===== src/rtl/cmd_sel_pkg.sv =====
package cmd_sel_pkg;

    localparam logic [31:0] CMD_HDMI = 32'h0000_AABB;
    localparam logic [31:0] CMD_CAM  = 32'h0000_CCDD;

    localparam int DIM_W = 12;

    localparam logic [DIM_W-1:0] HDMI_W = 12'd1920;
    localparam logic [DIM_W-1:0] HDMI_H = 12'd1080;
    localparam logic [DIM_W-1:0] CAM_W  = 12'd1280;
    localparam logic [DIM_W-1:0] CAM_H  = 12'd720;

    typedef enum logic {
        SRC_HDMI = 1'b0,
        SRC_CAM  = 1'b1
    } src_e;

    typedef enum logic [2:0] {
        RX_IDLE,
        RX_START,
        RX_DATA,
        RX_STOP,
        RX_BREAK
    } rx_state_e;

endpackage


===== src/rtl/cmd_uart_rx.sv =====
module cmd_uart_rx
    import cmd_sel_pkg::*;
#(
    parameter int CLK_HZ = 200_000_000,
    parameter int BAUD   = 115_200
) (
    input  logic       clk,
    input  logic       rst_n,
    input  logic       rx_async,
    output logic       byte_vld,
    output logic [7:0] byte_data,
    output logic       frame_err
);
    localparam int DIV   = (CLK_HZ + BAUD / 2) / BAUD;
    localparam int HALF  = DIV / 2;
    localparam int DIV_W = $clog2(DIV + 1);

    typedef struct packed {
        logic [1:0]       sync;
        rx_state_e        state;
        logic [DIV_W-1:0] cnt;
        logic [2:0]       bitn;
        logic [7:0]       shreg;
        logic             vld;
        logic             err;
    } rx_t;

    rx_t s_d, s_q;
    logic rx_s;

    assign rx_s = s_q.sync[1];

    always_comb begin
        s_d      = s_q;
        s_d.sync = {s_q.sync[0], rx_async};
        s_d.vld  = 1'b0;
        s_d.err  = 1'b0;
        unique case (s_q.state)
            RX_IDLE: begin
                s_d.cnt = '0;
                if (!rx_s) s_d.state = RX_START;
            end
            RX_START: begin
                if (s_q.cnt == DIV_W'(HALF - 1)) begin
                    s_d.cnt  = '0;
                    s_d.bitn = '0;
                    s_d.state = rx_s ? RX_IDLE : RX_DATA;
                end else begin
                    s_d.cnt = s_q.cnt + 1'b1;
                end
            end
            RX_DATA: begin
                if (s_q.cnt == DIV_W'(DIV - 1)) begin
                    s_d.cnt   = '0;
                    s_d.shreg = {rx_s, s_q.shreg[7:1]};
                    if (s_q.bitn == 3'd7) s_d.state = RX_STOP;
                    else                  s_d.bitn  = s_q.bitn + 1'b1;
                end else begin
                    s_d.cnt = s_q.cnt + 1'b1;
                end
            end
            RX_STOP: begin
                if (s_q.cnt == DIV_W'(DIV - 1)) begin
                    s_d.cnt = '0;
                    if (rx_s) begin
                        s_d.vld   = 1'b1;
                        s_d.state = RX_IDLE;
                    end else begin
                        s_d.err   = 1'b1;
                        s_d.state = RX_BREAK;
                    end
                end else begin
                    s_d.cnt = s_q.cnt + 1'b1;
                end
            end
            RX_BREAK: begin
                if (rx_s) s_d.state = RX_IDLE;
            end
            default: s_d.state = RX_IDLE;
        endcase
    end

    always_ff @(posedge clk or negedge rst_n) begin
        if (!rst_n) begin
            s_q       <= '0;
            s_q.sync  <= 2'b11;
            s_q.state <= RX_IDLE;
        end else begin
            s_q <= s_d;
        end
    end

    assign byte_vld  = s_q.vld;
    assign byte_data = s_q.shreg;
    assign frame_err = s_q.err;

endmodule


===== src/rtl/cmd_word_packer.sv =====
module cmd_word_packer #(
    parameter int GAP_CYCLES = 34_720
) (
    input  logic        clk,
    input  logic        rst_n,
    input  logic        byte_vld,
    input  logic [7:0]  byte_data,
    input  logic        frame_err,
    output logic        done,
    output logic [31:0] data
);
    localparam int GAP_W = $clog2(GAP_CYCLES + 1);

    typedef struct packed {
        logic [1:0]       cnt;
        logic [31:0]      word;
        logic [GAP_W-1:0] gap;
        logic             done;
        logic [31:0]      data;
    } pk_t;

    pk_t p_d, p_q;
    logic [31:0] shifted;

    assign shifted = {p_q.word[23:0], byte_data};

    always_comb begin
        p_d      = p_q;
        p_d.done = 1'b0;
        if (frame_err) begin
            p_d.cnt = '0;
            p_d.gap = '0;
        end else if (byte_vld) begin
            p_d.word = shifted;
            p_d.gap  = '0;
            if (p_q.cnt == 2'd3) begin
                p_d.done = 1'b1;
                p_d.data = shifted;
                p_d.cnt  = '0;
            end else begin
                p_d.cnt = p_q.cnt + 1'b1;
            end
        end else if (p_q.cnt != '0) begin
            if (p_q.gap == GAP_W'(GAP_CYCLES - 1)) begin
                p_d.cnt = '0;
                p_d.gap = '0;
            end else begin
                p_d.gap = p_q.gap + 1'b1;
            end
        end
    end

    always_ff @(posedge clk or negedge rst_n) begin
        if (!rst_n) p_q <= '0;
        else        p_q <= p_d;
    end

    assign done = p_q.done;
    assign data = p_q.data;

endmodule


===== src/rtl/cmd_decode.sv =====
module cmd_decode
    import cmd_sel_pkg::*;
(
    input  logic             clk,
    input  logic             rst_n,
    input  logic             load,
    input  logic [31:0]      word,
    output logic             src_cam,
    output logic [DIM_W-1:0] width,
    output logic [DIM_W-1:0] height
);
    typedef struct packed {
        logic [31:0] cmd;
    } dec_t;

    dec_t c_d, c_q;
    src_e src;

    always_comb begin
        c_d = c_q;
        if (load) c_d.cmd = word;
    end

    always_ff @(posedge clk or negedge rst_n) begin
        if (!rst_n) c_q <= '0;
        else        c_q <= c_d;
    end

    always_comb begin
        if (c_q.cmd == CMD_CAM) begin
            src    = SRC_CAM;
            width  = CAM_W;
            height = CAM_H;
        end else begin
            src    = SRC_HDMI;
            width  = HDMI_W;
            height = HDMI_H;
        end
    end

    assign src_cam = (src == SRC_CAM);

endmodule


===== src/rtl/cmd_src_select.sv =====
module cmd_src_select
    import cmd_sel_pkg::*;
#(
    parameter int CLK_HZ    = 200_000_000,
    parameter int BAUD      = 115_200,
    parameter int GAP_CHARS = 2
) (
    input  logic             clk,
    input  logic             rst_n,
    input  logic             uart_rx,
    output logic             word_done,
    output logic [31:0]      word_data,
    output logic             src_cam,
    output logic [DIM_W-1:0] frame_w,
    output logic [DIM_W-1:0] frame_h
);
    localparam int DIV        = (CLK_HZ + BAUD / 2) / BAUD;
    localparam int GAP_CYCLES = GAP_CHARS * 10 * DIV;

    logic       byte_vld;
    logic [7:0] byte_data;
    logic       frame_err;

    cmd_uart_rx #(
        .CLK_HZ (CLK_HZ),
        .BAUD   (BAUD)
    ) u_rx (
        .clk       (clk),
        .rst_n     (rst_n),
        .rx_async  (uart_rx),
        .byte_vld  (byte_vld),
        .byte_data (byte_data),
        .frame_err (frame_err)
    );

    cmd_word_packer #(
        .GAP_CYCLES (GAP_CYCLES)
    ) u_pack (
        .clk       (clk),
        .rst_n     (rst_n),
        .byte_vld  (byte_vld),
        .byte_data (byte_data),
        .frame_err (frame_err),
        .done      (word_done),
        .data      (word_data)
    );

    cmd_decode u_dec (
        .clk     (clk),
        .rst_n   (rst_n),
        .load    (word_done),
        .word    (word_data),
        .src_cam (src_cam),
        .width   (frame_w),
        .height  (frame_h)
    );

endmodule


===== config.mk =====
export PLATFORM = sky130hd
export DESIGN_NAME = cmd_src_select
export DESIGN_NICKNAME = d
export VERILOG_FILES = /design/src/rtl/cmd_sel_pkg.sv /design/src/rtl/cmd_uart_rx.sv /design/src/rtl/cmd_word_packer.sv /design/src/rtl/cmd_decode.sv /design/src/rtl/cmd_src_select.sv
export SDC_FILE = /design/constraint.sdc
export NUM_CORES = 1
export LEC_CHECK = 0
export ABC_AREA = 1
export CELL_PAD_IN_SITES_DETAIL_PLACEMENT = 0
export CELL_PAD_IN_SITES_GLOBAL_PLACEMENT = 1
export CORE_MARGIN = 4
export CORE_UTILIZATION = 44
export CTS_CLUSTER_SIZE = 20
export DETAILED_ROUTE_END_ITERATION = 8
export GPL_ROUTABILITY_DRIVEN = 0
export PLACE_DENSITY_LB_ADDON = 0.1
export SETUP_SLACK_MARGIN = 0.05
export SLEW_MARGIN = 20
export SYNTH_ARGS = -nofsm -noshare
export SYNTH_HDL_FRONTEND = slang
export SYNTH_SLANG_ARGS = --single-unit

===== constraint.sdc =====
create_clock -name clk -period 1.65 [get_ports clk]
set_input_delay 0.33 -clock clk [delete_from_list [all_inputs] [get_ports clk]]
set_output_delay 0.33 -clock clk [all_outputs]
set_load 0.005 [all_outputs]

Word-level counts from Yosys, hierarchy flattened
Cells that the tools add are included.
Word-level totals
  word-level logic and storage cells: 83
  memory bits (read-only): 0
  bits in registers: 136
  RAM bits: 0
  memories: 0
  bits in latches: 0
  input port bits: 3
Operators by class
  equality and inequality tests: 17
  divide/modulo/power cells: 0
  order comparisons: 0
  shift operators: 0
  mux-type cells: 35
  $add $sub $neg: 4
  bitwise gates (word level): 1
  reduce and logical (&&, ||, !) cells: 13
  multipliers: 0
Operators with widths (number)
  33-bit 2-to-1 mux: 3
  16-bit 2-to-1 mux: 4
  11-bit 2-to-1 mux: 4
  11-bit case mux with 3 select lines: 1
  32-bit by 16-bit == test with 1-bit output, second input constant: 1
  3-bit 2-to-1 mux: 9
  16-bit by 1-bit adder with 16-bit output, second input constant: 1
  16-bit == test, second input constant: 1
  2-bit 2-to-1 mux: 8
  3-bit case mux with 5 select lines: 1
  11-bit by 1-bit adder with 11-bit output, second input constant: 1
  11-bit by 10-bit == test with 1-bit output, second input constant: 1
  11-bit == test, second input constant: 1
  10-bit 2-to-1 mux: 1
  2-bit by 1-bit != test with 1-bit output, second input constant: 5
  3-bit nonzero test: 3
  3-bit by 2-bit == test with 1-bit output, second input constant: 2
  3-bit == test, second input constant: 2
  3-bit case mux with 2 select lines: 1
  2-bit AND reduction: 3
  6-bit AND reduction: 1
  2-bit != test, second input constant: 2
  4-bit AND reduction: 1
  2-bit nonzero test: 2
  other kinds (9): 11

Longest topological paths before layout
Gate-level depths: netlist of the first run.
  depth after elaboration: 5
  mapped depth: 10
  gate-level depth less buffers: 10

Hierarchy
Synthesis of the first run repeated with hierarchy kept, for this count alone.
Unflattened totals
  cells, all modules: 768
  area, all modules: 6707.7 sq um
By module, submodules not included
  cmd_word_packer: area each 3435.8 sq um, times used 1, seq. area each 1876.8 sq um, cells each 410
  cmd_decode: area each 1696.6 sq um, times used 1, seq. area each 800.8 sq um, cells each 169
  cmd_uart_rx: area each 1575.3 sq um, times used 1, seq. area each 728.2 sq um, cells each 189

Worst setup path after synthesis of the first run
Ideal clock, no wire load.
  kind: register to register
  start: reg u_rx.s_q[13] in the netlist's numbering
  end: reg u_rx.s_q (netlist bit u_rx.byte_data[7])
  path slack: 0.150 ns
  data required time: 1.524 ns
  setup time: 0.126 ns
  cell stages (with the launch flop): 8
  buffers on the path: 1
  arrival: 1.374 ns
  cells stage by stage: dfrtp_1 -> ha_1 -> nand2_2 -> nor3_4 -> nand2_4 -> nor2_8 -> buf_8 -> o21ai_0
Between the ends
  longest elaborated chain between the ends: 2
Ends and longest elaborated chain
  start: declaration: line cmd_uart_rx.sv:28  | rx_t s_d, s_q;
  11-bit == test: line cmd_uart_rx.sv:53  | if (s_q.cnt == DIV_W'(DIV - 1)) begin
  2-bit AND reduction (no source line)
Every way passes these cells.
A chain may end at the register's enable or synchronous reset.

Worst setup path in the final report of the first run
  start: reg u_dec.c_q[27] in the netlist's numbering
  end: out frame_h[3]
Between the ends
  longest elaborated chain between the ends: 2
Ends and longest elaborated chain
  start: declaration: line cmd_decode.sv:16  | dec_t c_d, c_q;
  start signal: assignment: line cmd_decode.sv:25  | if (!rst_n) c_q <= '0;
  start signal: assignment: line cmd_decode.sv:26  | else c_q <= c_d;
  32-bit by 16-bit == test with 1-bit output: line cmd_decode.sv:30  | if (c_q.cmd == CMD_CAM) begin
  11-bit 2-to-1 mux: line cmd_decode.sv:30
  end: declaration: line cmd_src_select.sv:15  | output logic [DIM_W-1:0] frame_h
Every way passes these cells.

==> results of run 1 <==
-- cell usage in the layout, fill, tap and decap left out, types with 3 or more instances in the layout --
master           n
conb_1          16
nand2_4          4
xor2_1           7
nand2_1        166
dfrtp_1        134
o21ai_0         90
nand3_1         31
nor2_1          36
nand2_2          5
buf_12           5
o21ai_2          3
o21ai_1          5
dlygate4sd2_1   31
clkbuf_16       17
buf_4           53
inv_1           91
nor2_2           8
nor3_1          10
clkbuf_8         3
a21oi_1          7
inv_2            7
mux2_2          10
clkinv_2         7
nand4_1         15
buf_2            8
ha_1             5
-- cell families (layout without fill, tap and decap cells) --
kind of cell	after synthesis	in the layout	share of synthesized area (%)
other	2	16	0.117
multiplexers	10	10	1.76
flip-flops	136	136	53.1
AND/OR/NAND/NOR	285	286	19.9
XOR/XNOR	9	9	1.23
adder cells (fa/ha/maj)	6	6	1.17
buffers and inverters	177	234	14.0
AO/OA/AOI/OAI	109	109	8.80
-- routing by layer --
layer / track usage (%) / part of all wire (%) / up-vias
met3: 4.48 / 4.9 / 14
met2: 27.3 / 46 / 96
met5: 0 / 0 / -
met4: 4.94 / 1.2 / 0
met1: 24.5 / 47 / 2255
li1: - / - / 2379
-- metrics by stage --
step	cell area [um2]	power (mW)	setup WS, ns	std cells
finish	7650	6.97	-0.247	986
CTS	7570	7.06	-0.295	981
global placement	6850	3.51	-0.196	918
global route	7650	7.23	-0.364	986
detailed placement	6850	3.51	-0.209	918
floorplan	6470	3.44	0.150	748
-- timing repair --
item                                   in CTS  in global routing
cloned                                      0                  1
pin swaps                                   5                 12
gates resized for setup                    72                 19
setup buffers                              32                  4
endpoints found under the hold margin      20                  0
setup endpoints to repair                  50                 38
hold buffers                                1                  0
-- path summary, 6_finish.rpt --
path,startpoint,to
setup / recovery,u_dec.c_q[27],frame_h[3]
hold / removal,uart_rx,u_rx.s_d[28]
setup reg to reg,u_rx.s_q[14],u_rx.byte_data[7]
hold reg to reg,u_rx.s_d[28],u_rx.rx_s
max in group asynchronous,rst_n,u_rx.s_d[28]
min in group asynchronous,rst_n,u_dec.c_q[31]
-- area by class of cell --
| cell class | instances | area [um2] |
|---|---|---|
| Timing Repair Buffer | 103 | 877 |
| Clock buffer | 21 | 470 |
| Sequential cell | 136 | 3410 |
| Fill cell | 1308 | 6440 |
| Multi-Input combinational cell | 436 | 2210 |
| Clock inverter | 9 | 76.3 |
| Inverter | 101 | 385 |
| Tap cell | 180 | 225 |
-- flip-flops by register name, summed over array words and instances, names as in the netlist --
name            count
u_dec.c_q          32
u_pack.data        32
u_pack.done         1
u_pack.p_q         42
u_rx.byte_data      8
u_rx.byte_vld       1
u_rx.frame_err      1
u_rx.rx_s           1
u_rx.s_d            1
u_rx.s_q           17
-- power by group through the flow --
stage               logic (mW)  registers (mW)  clock network [mW]
finish                   0.101            3.34                3.53
floorplan               0.0378            3.40                   0
detailed placement       0.105            3.40                   0
global placement         0.104            3.40                   0
global route             0.122            3.34                3.76
CTS                      0.107            3.34                3.61
-- worst max-delay path: stages, from the launching register on --
cell and delay (ns):
dfrtp_1 0.37, inv_1 0.07, nand4_1 0.13, nor2_2 0.13, nand2_1 0.08, nor2_1 0.09
buf_4 0.14, inv_4 0.04, buf_2 0.12
==> results.yml, run 1 <==
setup_path:
  r2r_cells: 7
  path_class: "flip-flop to primary output"
  rrSetupSlack_ns: 0.13
  cp.arrival_ns: 1.57
  cp-end-kind: "primary output"
  cp-start-kind: "flip-flop"
  worstPathMaxFanout: 5
  required_ns: 1.32
layout:
  layout.nets: 804
  drive_gt1_share_pct: 18.4
  antennaDiodeCount: 0
  area_delta_synth_final_pct: 19.3
  post-route-util_pct: 54.3
power:
  vdd_drop_max_v: 0.000720
  seqPwrFrac_pct: 48.0
  p_per_area_mw_per_mm2: 911
  p_clk_share_pct: 50.6
  switching_share_pct: 20.8
  total_leakage_power_nw: 3.90
  intPower_mw: 5.52
  switching_power_mw: 1.45
  combPwrFrac_pct: 1.4
route:
  antenna_left: 0
  vias: 4744
  viasPerCell: 4.81
  drc: 0
  drt-pass1-iter-count: 4
  wl_mm: 13.5
  avgRoutedWirePerCell_um: 13.7
  first_iter_violations: 236
clock_network:
  insertion_delay_ns: 0.41
  clockBufferDepth: 2
  cts-root-buf: "clkbuf_16"
  cts_tree: "done"
  cts_buffers: 17
  cts_num_sinks: 136
  h-tree-depth: 4
  path_clk_slew_ns: 0.06
timing:
  rsz0062_at_grt: "yes"
  hold_viol_final: 0
  skew_ns: 0.00849
  fin_ws_ns: -0.247
  whs_ns: 0.322
  slew_violations: 0
  fmax_mhz: 527
  finalSetupViolCount: 9
  finalCriticalPeriod_ns: 1.90
  tns_ns: -2.03
  fin_crit_sh_pct: 115
synth:
  synth.top_cell.area_share_pct: 52.3
  synth_cell_types: 39
  synth_most_common_cell: "nand2_1"
  synth_cells: 734
  synthTopCellsByCount: "166 x nand2_1, 134 x dfrtp_1, 98 x inv_1"
  yosys-top-cells-area: "dfrtp_1 52%, nand2_1 9.7%, o21ai_0 7.3%"
  netlist_area_mm2: 0.00641
  ys_ff_latch: 136
  synth_edf_count: 0
  yosys_warnings: 0
  async_flop_share_pct: 100
  ys_seq_area_share_pct: 53.1
  synth_top_cell_by_area: "dfrtp_1"
  synthFlopType: "dfrtp_1"
  synth_area_per_cell_um2: 8.74
die:
  start_util_pct: 45.5
  die_h_um: 129
  fp-row-count: 43
  die_width_um: 129
  dieArea_mm2: 0.0166
  core_area_mm2: 0.0141
  io_pins: 61
grt:
  gr-total-overflow: 0
  grt_max_degree: 65
  grt_usage_pct: 17.5
  grt_first_pass_wirelength_mm: 22.9
  grt_pass1_vias: 4613
  antenna_found_initial: 0
outcome:
  status: "finished with violations"
  violations: "setup timing"
run:
  drv_cap: 0
hold_path:
  hold_path.class: "input port to flip-flop"
  min_path_cells: 1
place:
  hpwl_mm: 9.08
  portBuffers: 44
(Power assumes the default switching activity.)
==> inputs of run 2 (changes only) <==
--- a/config.mk
+++ b/config.mk
@@ -9,12 +9,12 @@
 export CELL_PAD_IN_SITES_DETAIL_PLACEMENT = 0
 export CELL_PAD_IN_SITES_GLOBAL_PLACEMENT = 1
 export CORE_MARGIN = 4
-export CORE_UTILIZATION = 44
+export CORE_UTILIZATION = 45
+export CTS_BUF_LIST = sky130_fd_sc_hd__clkbuf_2
 export CTS_CLUSTER_SIZE = 20
 export DETAILED_ROUTE_END_ITERATION = 8
 export GPL_ROUTABILITY_DRIVEN = 0
 export PLACE_DENSITY_LB_ADDON = 0.1
-export SETUP_SLACK_MARGIN = 0.05
 export SLEW_MARGIN = 20
 export SYNTH_ARGS = -nofsm -noshare
 export SYNTH_HDL_FRONTEND = slang
==> results.yml, run 2 (synthesis results as in run 1) <==
place:
  hpwl_mm: 9.10
  portBuffers: 44
timing:
  fin_ws_ns: -0.578
  maxSlewHeadroom_pct: 50.1
  tns_ns: -5.01
  finalCriticalPeriod_ns: 2.23
  finalSetupViolCount: 9
  worst_slew_pin_slew_ns: 0.745
  rsz0062_at_grt: "yes"
  skew_ns: 0.0264
  fmax_mhz: 449
  fin_crit_sh_pct: 135
  slew_violations: 0
  hold_viol_final: 0
grt:
  grtUsageMet1_pct: 23.6
  grt_pass1_vias: 4615
  grt_first_pass_wirelength_mm: 22.5
  use_met3_pct: 4.47
  antenna_found_initial: 0
  use_met2_pct: 27.2
  grt_busiest_layer: "met2"
  gr-total-overflow: 0
  grt_usage_pct: 17.3
  grt_max_degree: 65
layout:
  area_delta_synth_final_pct: 14.3
  fillers: 1351
  largest-register: "u_pack.p_q"
  antennaDiodeCount: 0
  final_cell_mix: "165 x nand2_1, 134 x dfrtp_1, 95 x inv_1, 94 x o21ai_0, 58 x buf_4"
  post-route-util_pct: 52.6
  final_common_cell: "nand2_1"
  drive_gt1_share_pct: 23.1
  layout.nets: 812
  multi_input_area_mm2: 0.00221
  largest_register_ffs: 42
  seq_area_mm2: 0.00341
power:
  intPower_mw: 4.37
  p_per_area_mw_per_mm2: 765
  p_clk_share_pct: 38.6
  power_mw: 5.61
  switching_share_pct: 22.0
  vdd_drop_max_v: 0.000435
  seqPwrFrac_pct: 59.6
  combPwrFrac_pct: 1.8
  total_leakage_power_nw: 3.71
  switching_power_mw: 1.23
setup_path:
  r2r-end: "u_pack.p_q[35]"
  cpMostUsedCell: "buf_6"
  cp_cell_sequence: "inv_1, nand4_1, nor2_2, nand2_2, nor2_4, buf_6, buf_6, buf_6"
  path_class: "flip-flop to primary output"
  critPathBufInv: 4
  required_ns: 1.32
  cp-start-kind: "flip-flop"
  worstPathMaxFanout: 2
  path_delay_family: "simple AND/OR/NAND/NOR gates"
  r2r_cells: 9
  cp.arrival_ns: 1.90
  rrSetupSlack_ns: 0.14
  cp-end-kind: "primary output"
  cpMaxStageDelayCell: "dfrtp_1"
  r2r_start: "u_pack.p_q[34]"
  slowest_delay_ns: 0.41
outcome:
  status: "finished with violations"
  violations: "setup timing"
route:
  avgRoutedWirePerCell_um: 13.6
  viasPerCell: 4.78
  wl_mm: 13.5
  first_iter_violations: 223
  drt-pass1-iter-count: 4
  vias: 4760
  antenna_left: 0
  drc: 0
clock_network:
  clockBufferDepth: 2
  cts_tree: "done"
  cts-root-buf: "clkbuf_2"
  path_clk_slew_ns: 0.18
  h-tree-depth: 4
  cts_num_sinks: 136
  cts_buffers: 17
  insertion_delay_ns: 0.69
die:
  die_width_um: 127
  io_pins: 61
  core_area_mm2: 0.0139
  fp-row-count: 43
  start_util_pct: 46.0
  die_h_um: 127
  dieArea_mm2: 0.0162
run:
  drv_cap: 0
hold_path:
  hold_path.class: "input port to asynchronous set/reset pin"
-- run 2: cell count changes in the layout (fill, tap and decap cells not counted), moves of 5 or more --
cell / before / now
buf_2: 8 / 34
buf_4: 53 / 58
clkbuf_2: 0 / 22
clkbuf_16: 17 / 0
dlygate4sd2_1: 31 / 0
buf_6: 2 / 12
-- run 2: through the flow --
step | instances | hold WS (ns) | setup WS (ns) | area, um2
CTS | 987 | 0.111 | -0.704 | 7220
detailed placement | 919 | 0.185 | -0.369 | 6830
finish | 995 | 0.171 | -0.578 | 7330
global route | 995 | 0.0848 | -0.769 | 7330
global placement | 919 | 0.185 | -0.251 | 6830
floorplan | 748 | 0.0344 | 0.150 | 6470
-- run 2: cell type report --
| class | instances | share of cell area [%] |
|---|---|---|
| flip-flops and latches | 136 | 46.5 |
| multi-input cells | 436 | 30.2 |
| repair buffers | 111 | 11.5 |
| inverters | 101 | 5.26 |
| well taps | 180 | 3.07 |
| clock inverters | 9 | 2.05 |
| clock buffers | 22 | 1.50 |
-- run 2: timing repair --
item / CTS / global route
endpoints found under the setup margin: 42 / 71
cloned: 0 / 1
pin swaps: 5 / 7
buffers inserted: 34 / 7
gates resized for setup: 182 / 13
endpoints found under the hold margin: 137 / 0
hold buffers: 3 / 0
-- run 2: how the worst max path moves through the flow --
| stage | to | from | cells after the start |
|---|---|---|---|
| after floorplan | u_rx.byte_data[7] | u_rx.s_q[13] | 7 |
| after global placement | frame_h[3] | u_dec.c_q[26] | 7 |
| after detailed placement | frame_h[5] | u_dec.c_q[31] | 7 |
| after CTS | frame_h[9] | u_dec.c_q[25] | 8 |
| after global routing | src_cam | u_dec.c_q[5] | 8 |
| final | src_cam | u_dec.c_q[31] | 8 |
-- run 2: worst reg2reg max path: stages, from the launching register on --
cell     delay [ns]
dfrtp_1        0.41
ha_1           0.18
nand2_1        0.09
inv_1          0.06
nand2_1        0.05
nor2_1         0.10
nand2_1        0.08
o21ai_2        0.21
buf_4          0.19
nor3_1         0.05
-- run 2: per-layer routing --
layer	vias up	wire [um]
met5	-	0
met2	79	6250
li1	2391	-
met4	0	230
met1	2268	6490
met3	22	552
-- run 2: power groups by stage --
stage,clock network [mW],registers [mW],logic (mW)
finish,2.16,3.34,0.101
global route,2.41,3.35,0.119
CTS,2.25,3.34,0.106
detailed placement,0,3.40,0.0986
global placement,0,3.40,0.0971
floorplan,0,3.40,0.0378
==> inputs of run 3 (changes only) <==
==> constraint.sdc (replaced) <==
create_clock -name clk -period 2.1 [get_ports clk]
set_input_delay 0.42 -clock clk [delete_from_list [all_inputs] [get_ports clk]]
set_output_delay 0.42 -clock clk [all_outputs]
set_load 0.005 [all_outputs]
==> results.yml, run 3 (synthesis results as in run 1) <==
die:
  io_pins: 61
  core_area_mm2: 0.0139
  dieArea_mm2: 0.0162
  fp-row-count: 43
  start_util_pct: 46.0
  die_h_um: 127
  die_width_um: 127
timing:
  finalSetupViolCount: 9
  fmax_mhz: 423
  finalCriticalPeriod_ns: 2.36
  hold_viol_final: 0
  fin_crit_sh_pct: 112
  slew_violations: 0
  fin_ws_ns: -0.262
  rsz0062_at_grt: "yes"
  skew_ns: 0.0267
grt:
  grt_max_degree: 55
  gr-total-overflow: 0
  antenna_found_initial: 0
  grt_first_pass_wirelength_mm: 22.0
  grt_usage_pct: 16.9
  grt_pass1_vias: 4538
layout:
  final_cell_mix: "165 x nand2_1, 134 x dfrtp_1, 94 x inv_1, 94 x o21ai_0, 37 x buf_4"
  drive_gt1_share_pct: 16.2
  seq_area_mm2: 0.00341
  post-route-util_pct: 52.0
  area_delta_synth_final_pct: 12.9
  layout.nets: 788
  final_common_cell: "nand2_1"
  multi_input_area_mm2: 0.00218
  antennaDiodeCount: 0
  largest-register: "u_pack.p_q"
  largest_register_ffs: 42
  fillers: 1336
power:
  total_leakage_power_nw: 3.85
  p_per_area_mw_per_mm2: 594
  vdd_drop_max_v: 0.000301
  power_mw: 4.30
route:
  wl_mm: 12.8
  viasPerCell: 4.75
  antenna_left: 0
  first_iter_violations: 261
  drt-pass1-iter-count: 4
  met2RoutedLength_mm: 5.99
  vias: 4620
  wl_met1_mm: 6.14
  met3WireLength_um: 508
  avgRoutedWirePerCell_um: 13.2
  drc: 0
  highest_layer: "met4"
place:
  hpwl_mm: 8.78
  dp_slack_ns: 0.0292
  portBuffers: 44
clock_network:
  cts_num_sinks: 136
  cts_tree: "done"
  insertion_delay_ns: 0.69
  cts_buffers: 17
  cts-root-buf: "clkbuf_2"
  clockBufferDepth: 2
  path_clk_slew_ns: 0.17
  h-tree-depth: 4
setup_path:
  worstPathMaxFanout: 4
  required_ns: 1.68
  cp.arrival_ns: 1.94
  path_class: "flip-flop to primary output"
  cp-start-kind: "flip-flop"
  cp-end-kind: "primary output"
outcome:
  status: "finished with violations"
  violations: "setup timing"
hold_path:
  hold_path.class: "input port to flip-flop"
run:
  drv_cap: 0
==> run 3: cell count changes in the layout (fill, tap and decap cells not counted), sizes merged, moves of 2 or more <==
cell / before / now
dlygate4sd3: 3 / 1
buf: 107 / 51
clkinvlp: 1 / 4
clkbuf: 22 / 19
dlymetal6s2s: 0 / 14
clkinv: 5 / 7
dlygate4sd2: 0 / 20
==> run 3: metrics by stage <==
step / cells / TNS [ns] / cell area (um2) / hold slack, ns
2_1_floorplan: 748 / 0 / 6470 / 0.124
3_3_place_gp: 905 / 0 / 6720 / 0.346
3_5_place_dp: 905 / 0 / 6720 / 0.347
4_1_cts: 970 / -3.04 / 7190 / 0.0377
5_1_grt: 972 / -3.51 / 7240 / 0.0107
6_report: 972 / -1.69 / 7240 / 0.135
==> run 3: final cells by class <==
cell class                 instances  area share [%]
multi-input combinational        435            30.1
clock buffer                      18            1.24
timing repair buffer              88            11.1
sequential                       136            47.0
inverter                         101            5.25
tap                              180            3.11
clock inverter                    14            2.16
==> run 3: repair_timing <==
action | in CTS | in global routing
hold buffers | 1 | 0
endpoints found under the setup margin | 42 | 23
gates resized for setup | 59 | 19
buffers inserted | 32 | 2
gates cloned | 0 | 0
endpoints found under the hold margin | 104 | 0
pin swaps | 4 | 3
==> run 3: worst paths after layout <==
check	to	start	cells past startpoint	slack [ns]
hold reg to reg	u_rx.rx_s	u_rx.s_d[28]	0	0.37
max in group asynchronous	u_pack.p_q[42]	rst_n	3	1.25
min in group asynchronous	u_pack.p_q[69]	rst_n	2	0.22
setup / recovery	frame_h[9]	u_dec.c_q[5]	8	-0.26
setup reg to reg	u_rx.s_q[13]	u_rx.s_q[13]	8	0.36
hold / removal	u_rx.s_d[28]	uart_rx	1	0.14
==> run 3: metal layers <==
layer | vias up | GRT usage [%]
met1 | 2177 | 23.3
met2 | 85 | 26.3
li1 | 2343 | -
met3 | 15 | 4.39
met5 | - | 0
met4 | 0 | 5.62
==> run 3: report_power, final <==
part           internal [mW]  switching (mW)  leakage (nW)  total [mW]
clock network          0.653           0.946         0.141        1.60
registers               2.63         0.00170          1.88        2.63
logic                 0.0141          0.0596          1.83      0.0738
total                   3.29            1.01          3.85        4.30
==> run 3: critical path, cell delays in order, from the launching register on <==
cell and delay (ns):
dfrtp_1 0.40, inv_1 0.06, nand4_1 0.12, nor2_1 0.13, nand2_1 0.11, nor2_4 0.18, buf_6 0.12, buf_6 0.08
buf_6 0.08
